**src/rtl/bwt_pkg.sv**
```systemverilog
// Shared constants and types for the wait-state bus cycle timer.
// Assumes a 3-bit region code with external areas starting at code 0.
package bwt_pkg;
    localparam int REGION_W = 3;
    localparam logic [REGION_W-1:0] REGION_INT = 3'd4;

    localparam int CFG_SEL_W = 2;
    localparam logic [CFG_SEL_W-1:0] CFG_WAITS = 2'd0;
    localparam logic [CFG_SEL_W-1:0] CFG_INTW  = 2'd1;
    localparam logic [CFG_SEL_W-1:0] CFG_DRAM  = 2'd2;

    localparam int LANE_W = 2;
    localparam logic [LANE_W-1:0] LANE_EVEN = 2'b01;
    localparam logic [LANE_W-1:0] LANE_ODD  = 2'b10;
    localparam logic [LANE_W-1:0] LANE_BOTH = 2'b11;

    typedef struct packed {
        logic ras_n;
        logic casl_n;
        logic cash_n;
        logic dw_n;
    } strobe_t;

    localparam strobe_t STROBE_IDLE = '{ras_n: 1'b1, casl_n: 1'b1, cash_n: 1'b1, dw_n: 1'b1};
endpackage

```
**src/rtl/bwt_cfg_regs.sv**
```systemverilog
// Configuration storage: per-area wait fields, internal wait bit, DRAM enable.
// Assumes writes come from a single-cycle strobe; reset gives the slowest timing.
module bwt_cfg_regs
    import bwt_pkg::*;
#(
    parameter int WREG_W = 8
) (
    input  logic                 clk,
    input  logic                 rst_n,
    input  logic                 cfg_we,
    input  logic [CFG_SEL_W-1:0] cfg_sel,
    input  logic [WREG_W-1:0]    cfg_wdata,
    output logic [WREG_W-1:0]    wait_reg,
    output logic                 int_wait,
    output logic                 dram_en
);

    // Load the selected configuration target on a write strobe.
    always_ff @(posedge clk) begin
        if (!rst_n) begin
            wait_reg <= '1;
            int_wait <= 1'b1;
            dram_en  <= 1'b0;
        end else if (cfg_we) begin
            case (cfg_sel)
                CFG_WAITS: wait_reg <= cfg_wdata;
                CFG_INTW:  int_wait <= cfg_wdata[0];
                CFG_DRAM:  dram_en  <= cfg_wdata[0];
                default:   ;
            endcase
        end
    end

endmodule

```
**src/rtl/bwt_wait_calc.sv**
```systemverilog
// Effective wait count for one request: programmed waits raised to the write
// minimum and, for external areas on the multiplexed bus, to the mux floor.
// Assumes region codes below NUM_AREAS are external and codes above the
// internal code are SFR.
module bwt_wait_calc
    import bwt_pkg::*;
#(
    parameter int NUM_AREAS = 4,
    parameter int WAIT_W    = 2,
    parameter int CNT_W     = 3,
    parameter int MUX_FLOOR = 2,
    parameter int SFR_WAITS = 1,
    localparam int WREG_W   = NUM_AREAS * WAIT_W
) (
    input  logic [REGION_W-1:0] region,
    input  logic                write,
    input  logic                mux,
    input  logic [WREG_W-1:0]   wait_reg,
    input  logic                int_wait,
    output logic [CNT_W-1:0]    waits
);

    logic [WAIT_W-1:0] field [NUM_AREAS];

    for (genvar gi = 0; gi < NUM_AREAS; gi++) begin : g_field
        assign field[gi] = wait_reg[gi*WAIT_W +: WAIT_W];
    end

    logic [CNT_W-1:0] base;
    logic             is_ext;

    // Pick the programmed wait count for the addressed region.
    always_comb begin
        is_ext = 1'b0;
        if (region == REGION_INT) begin
            base = CNT_W'(int_wait);
        end else begin
            base = CNT_W'(SFR_WAITS);
        end
        for (int i = 0; i < NUM_AREAS; i++) begin
            if (region == REGION_W'(i)) begin
                base   = CNT_W'(field[i]);
                is_ext = 1'b1;
            end
        end
    end

    // Apply the write minimum and the multiplexed external floor.
    always_comb begin
        waits = base;
        if (write && waits < CNT_W'(1)) begin
            waits = CNT_W'(1);
        end
        if (is_ext && mux && waits < CNT_W'(MUX_FLOOR)) begin
            waits = CNT_W'(MUX_FLOOR);
        end
    end

endmodule

```
**src/rtl/bwt_strobe_dec.sv**
```systemverilog
// DRAM strobe pattern for one request, from direction, bus width and lanes.
// Assumes the pattern is held for the whole access by the caller.
module bwt_strobe_dec
    import bwt_pkg::*;
(
    input  logic              dram_en,
    input  logic              hit,
    input  logic              write,
    input  logic              narrow,
    input  logic [LANE_W-1:0] lane,
    output strobe_t           stb
);

    // Build the active-low strobes; all high unless DRAM is enabled and hit.
    always_comb begin
        stb = STROBE_IDLE;
        if (dram_en && hit) begin
            stb.ras_n = 1'b0;
            stb.dw_n  = ~write;
            if (narrow) begin
                stb.casl_n = 1'b0;
                stb.cash_n = 1'b1;
            end else begin
                stb.casl_n = ~lane[0];
                stb.cash_n = ~lane[1];
            end
        end
    end

endmodule

```
**src/rtl/wait_bus_timer.sv**
```systemverilog
// Top of the wait-state bus cycle timer. Takes a request while idle, holds
// busy for 1+waits clocks, pulses done on the last clock, and drives DRAM
// strobes for the whole access. Assumes the requester waits for done.
module wait_bus_timer
    import bwt_pkg::*;
#(
    parameter int NUM_AREAS = 4,
    parameter int WAIT_W    = 2,
    parameter int MUX_FLOOR = 2,
    parameter int SFR_WAITS = 1,
    localparam int WREG_W   = NUM_AREAS * WAIT_W,
    localparam int CNT_W    = WAIT_W + 1
) (
    input  logic                 clk,
    input  logic                 rst_n,
    input  logic                 cfg_we,
    input  logic [CFG_SEL_W-1:0] cfg_sel,
    input  logic [WREG_W-1:0]    cfg_wdata,
    input  logic                 req_valid,
    input  logic [REGION_W-1:0]  req_region,
    input  logic                 req_write,
    input  logic [LANE_W-1:0]    req_lane,
    input  logic                 req_narrow,
    input  logic                 req_mux,
    input  logic                 req_dram,
    output logic                 acc_busy,
    output logic                 acc_done,
    output logic                 ras_n,
    output logic                 casl_n,
    output logic                 cash_n,
    output logic                 dw_n
);

    logic [WREG_W-1:0] wait_reg;
    logic              int_wait;
    logic              dram_en;
    logic [CNT_W-1:0]  waits_d;
    strobe_t           stb_d;
    strobe_t           stb_q;
    logic [CNT_W-1:0]  cnt_q;
    logic              busy_q;
    logic              wr_q;

    bwt_cfg_regs #(.WREG_W(WREG_W)) u_cfg (
        .clk      (clk),
        .rst_n    (rst_n),
        .cfg_we   (cfg_we),
        .cfg_sel  (cfg_sel),
        .cfg_wdata(cfg_wdata),
        .wait_reg (wait_reg),
        .int_wait (int_wait),
        .dram_en  (dram_en)
    );

    bwt_wait_calc #(
        .NUM_AREAS(NUM_AREAS),
        .WAIT_W   (WAIT_W),
        .CNT_W    (CNT_W),
        .MUX_FLOOR(MUX_FLOOR),
        .SFR_WAITS(SFR_WAITS)
    ) u_calc (
        .region  (req_region),
        .write   (req_write),
        .mux     (req_mux),
        .wait_reg(wait_reg),
        .int_wait(int_wait),
        .waits   (waits_d)
    );

    bwt_strobe_dec u_dec (
        .dram_en(dram_en),
        .hit    (req_dram),
        .write  (req_write),
        .narrow (req_narrow),
        .lane   (req_lane),
        .stb    (stb_d)
    );

    // Access sequencer: accept while idle, count waits down, release on done.
    always_ff @(posedge clk) begin
        if (!rst_n) begin
            busy_q <= 1'b0;
            cnt_q  <= '0;
            stb_q  <= STROBE_IDLE;
            wr_q   <= 1'b0;
        end else if (!busy_q) begin
            if (req_valid) begin
                busy_q <= 1'b1;
                cnt_q  <= waits_d;
                stb_q  <= stb_d;
                wr_q   <= req_write;
            end
        end else if (cnt_q == '0) begin
            busy_q <= 1'b0;
            stb_q  <= STROBE_IDLE;
        end else begin
            cnt_q <= cnt_q - CNT_W'(1);
        end
    end

    assign acc_busy = busy_q;
    assign acc_done = busy_q && (cnt_q == '0);
    assign ras_n    = stb_q.ras_n;
    assign casl_n   = stb_q.casl_n;
    assign cash_n   = stb_q.cash_n;
    assign dw_n     = stb_q.dw_n;

endmodule

```
**config.mk**
```make
export PLATFORM = sky130hd
export DESIGN_NAME = wait_bus_timer
export DESIGN_NICKNAME = d
export VERILOG_FILES = /design/src/rtl/bwt_pkg.sv /design/src/rtl/bwt_cfg_regs.sv /design/src/rtl/bwt_wait_calc.sv /design/src/rtl/bwt_strobe_dec.sv /design/src/rtl/wait_bus_timer.sv
export SDC_FILE = /design/constraint.sdc
export NUM_CORES = 1
export LEC_CHECK = 0
export ABC_AREA = 1
export BUFFER_PORTS_ARGS = -buffer_cell sky130_fd_sc_hd__buf_2
export CAP_MARGIN = 20
export CORE_MARGIN = 2
export CORE_UTILIZATION = 40
export DETAILED_ROUTE_END_ITERATION = 10
export GPL_TIMING_DRIVEN = 0
export PLACE_DENSITY = 0.68
export SLEW_MARGIN = 40
export SYNTH_ARGS = -nofsm -noshare
export SYNTH_HDL_FRONTEND = slang
export SYNTH_SLANG_ARGS = --single-unit
export TNS_END_PERCENT = 10
```
**constraint.sdc**
```tcl
create_clock -name clk -period 1.2 [get_ports clk]
set_input_delay 0.24 -clock clk [delete_from_list [all_inputs] [get_ports clk]]
set_output_delay 0.24 -clock clk [all_outputs]
set_load 0.02 [all_outputs]
```
==> results.json <==
{
  "status": "finished with violations",
  "violations": "negative setup slack",
  "fmax_mhz": 769.2,
  "final.fill_count": 210,
  "drt-vias-per-instance": 4.857,
  "dieWidth_um": 50.86,
  "crit_path_end_kind": "output port",
  "crit_arrival_ns": 1.06,
  "wl_met2_mm": 1.009,
  "ys.warnings.count": 0,
  "combPwrFrac_pct": 23.9,
  "syn_inst": 121,
  "tightest_slew_ns": 0.4546,
  "fin_setup_tns_ns": -0.1743,
  "worstPathRequired_ns": 0.96,
  "max-cap-violations": 0,
  "final_net_count": 181,
  "num_antenna_cells": 0,
  "numClockSinks": 18,
  "synth_area_leaders": "dfxtp_1 (41%), nand2_1 (15%), nand3_1 (8.0%), inv_1 (5.1%), a21oi_1 (2.8%)",
  "first_pass_iters": 4,
  "pin_count": 29,
  "swShare_pct": 29.71,
  "finalSetupViolCount": 3,
  "clkTransAtPathRegs_ns": 0.11,
  "p_leak_nw": 0.5753,
  "power_density_mw_per_mm2": 1199,
  "syn2layout_area_growth_pct": 29.77,
  "root_buffer": "clkbuf_4",
  "grt_max_degree": 11,
  "drtIter0Drc": 11,
  "min_period_ns": 1.300,
  "start_util_pct": 43.44,
  "track_usage_pct": 18.26,
  "synthesis.area_um2": 878.3,
  "crit_type": "reg -> out",
  "slew_violations": 0,
  "relSlewSlack_pct": 69.69,
  "internal_power_uw": 961.0,
  "vias": 884,
  "cp_max_fo": 2,
  "finalHoldViolCount": 0,
  "peakVddDrop_uv": 607.1,
  "finClkSkew_ns": 0.007893,
  "yosysTopAreaCellShare_pct": 41.03,
  "wl_met1_um": 885,
  "rsz0062_at_grt": "true",
  "dpl.hpwl_mm": 1.479,
  "antenna_found_initial": 0,
  "cts.htree.levels": 1,
  "p_sw_uw": 406.1,
  "drc": 0,
  "met3_length_um": 51,
  "cp-start-kind": "flop",
  "totalWireLength_mm": 1.974,
  "rows": 16,
  "synth_top_cell_by_area": "dfxtp_1",
  "clk_path_buf_depth": 2,
  "p_seq_share_pct": 48.8,
  "die_h_um": 50.86,
  "ys_seq_area_share_pct": 41.03,
  "final_antenna_net_count": 0,
  "largest_register_ffs": 8,
  "wl_per_cell_um": 10.85,
  "cts_tree": "yes",
  "clkLatencyLatePin_ns": 0.29,
  "worst_slack_ns": -0.1001,
  "grt_pass1_wl_mm": 3.539,
  "overflow": 0,
  "cts_buffers": 3,
  "syn_area_per_cell_um2": 7.259,
  "core_mm2": 0.002022,
  "dr.max_layer_used": "met4",
  "drive_gt1_share_pct": 34.84,
  "cts_hold_buf": 0,
  "grt_pass1_vias": 867,
  "io_buffer_count": 28,
  "yosys.cell_types.count": 22,
  "timing.final.crit_share_pct": 108.3,
  "clkPwrFrac_pct": 27.3,
  "syn_nets": 146,
  "dieArea_mm2": 0.002587,
  "min_path_type": "in -> reg",
  "final_util_pct": 56.37,
  "gp_congestion": 0.7493,
  "synth_seq_cells": 18
}
[critical path, cell delays in order (launching register included)]
cell	delay [ns]
dfxtp_2	0.34
inv_2	0.07
ha_4	0.15
nand3_4	0.06
inv_2	0.05
buf_6	0.10
[layout make-up]
| class | instances | area (um^2) | area share, % |
|---|---|---|---|
| Sequential cell | 18 | 365.4 | 32.05 |
| Multi-Input combinational cell | 85 | 475.5 | 41.71 |
| Clock buffer | 4 | 36.28 | 3.183 |
| Timing Repair Buffer | 30 | 161.4 | 14.16 |
| Buffer | 1 | 3.754 | 0.3293 |
| Inverter | 17 | 63.81 | 5.598 |
| Tap cell | 27 | 33.78 | 2.964 |
[metrics by stage]
stage / instances / total power, mW / hold WS [ns] / worst slack (ns) / cell area, um^2
after floorplan: 121 / 0.8590 / 0.3552 / 0.0008812 / 878.3
after global placement: 176 / 0.9485 / 0.4385 / -0.06034 / 1052
after detailed placement: 176 / 0.9596 / 0.4366 / -0.09039 / 1052
after CTS: 182 / 1.373 / 0.1371 / -0.09738 / 1132
after global routing: 182 / 1.464 / 0.1429 / -0.1636 / 1140
final: 182 / 1.367 / 0.1454 / -0.1001 / 1140
[worst paths after layout]
check / from / end / slack (ns) / depth (start not counted)
setup / recovery: cnt_q[0] / acc_done / -0.10 / 5
hold / removal: cfg_wdata[1] / u_cfg.wait_reg[1] / 0.15 / 3
setup reg to reg: acc_busy / dw_n / -0.04 / 5
hold reg to reg: ras_n / ras_n / 0.46 / 2
[layout by cell type, fill, tap and decap left out, types with 2 or more instances in the layout]
cell      instances
a21oi_2           2
clkbuf_4          3
dfxtp_1          16
o21ai_1           2
nand2_2           2
nand3_2           2
o21ai_0           3
inv_2             8
a21oi_1           5
nand2_1          34
buf_4             2
inv_1             9
nor2_1            6
buf_2            27
nand4_1           4
o211ai_1          3
nand3_1          13
[power groups by stage]
stage          Combinational [mW]  Sequential (mW)  Clock (mW)
4_1_cts                     0.316            0.666       0.391
3_5_place_dp                0.283            0.676           0
2_1_floorplan               0.168            0.691           0
3_3_place_gp                0.273            0.675           0
6_report                    0.327            0.667       0.373
5_1_grt                     0.371            0.674       0.419
[cells in the mapped netlist, drive strengths merged]
cell and n:
nand2 36, dfxtp 18, inv 17, nand3 16, a21oi 7, nor2 7
o21ai 5, nand4 4, o211ai 3, ha 2, nor3 2, a311oi 1
clkbuf 1, o311ai 1, o31ai 1
[routing by layer]
| layer | vias to the layer above | track usage, % |
|---|---|---|
| li1 | 473 | - |
| met1 | 391 | 22.28 |
| met2 | 18 | 31.14 |
| met3 | 2 | 2.632 |
| met4 | 0 | 9.459 |
| met5 | - | 0 |
[kinds of logic after synthesis]
kind of cell	Yosys count	share of synthesized area [%]
buf+inv	18	7.692
compound gates	18	13.11
flops	18	41.03
simple gates	65	35.33
fa+ha+maj	2	2.849
[repair_timing]
item	CTS	global route
pin swaps	2	1
gates resized for setup	11	1
buffers inserted	2	0
endpoints found under the setup margin	7	8
No activity file was read; power rests on OpenSTA's default activity.
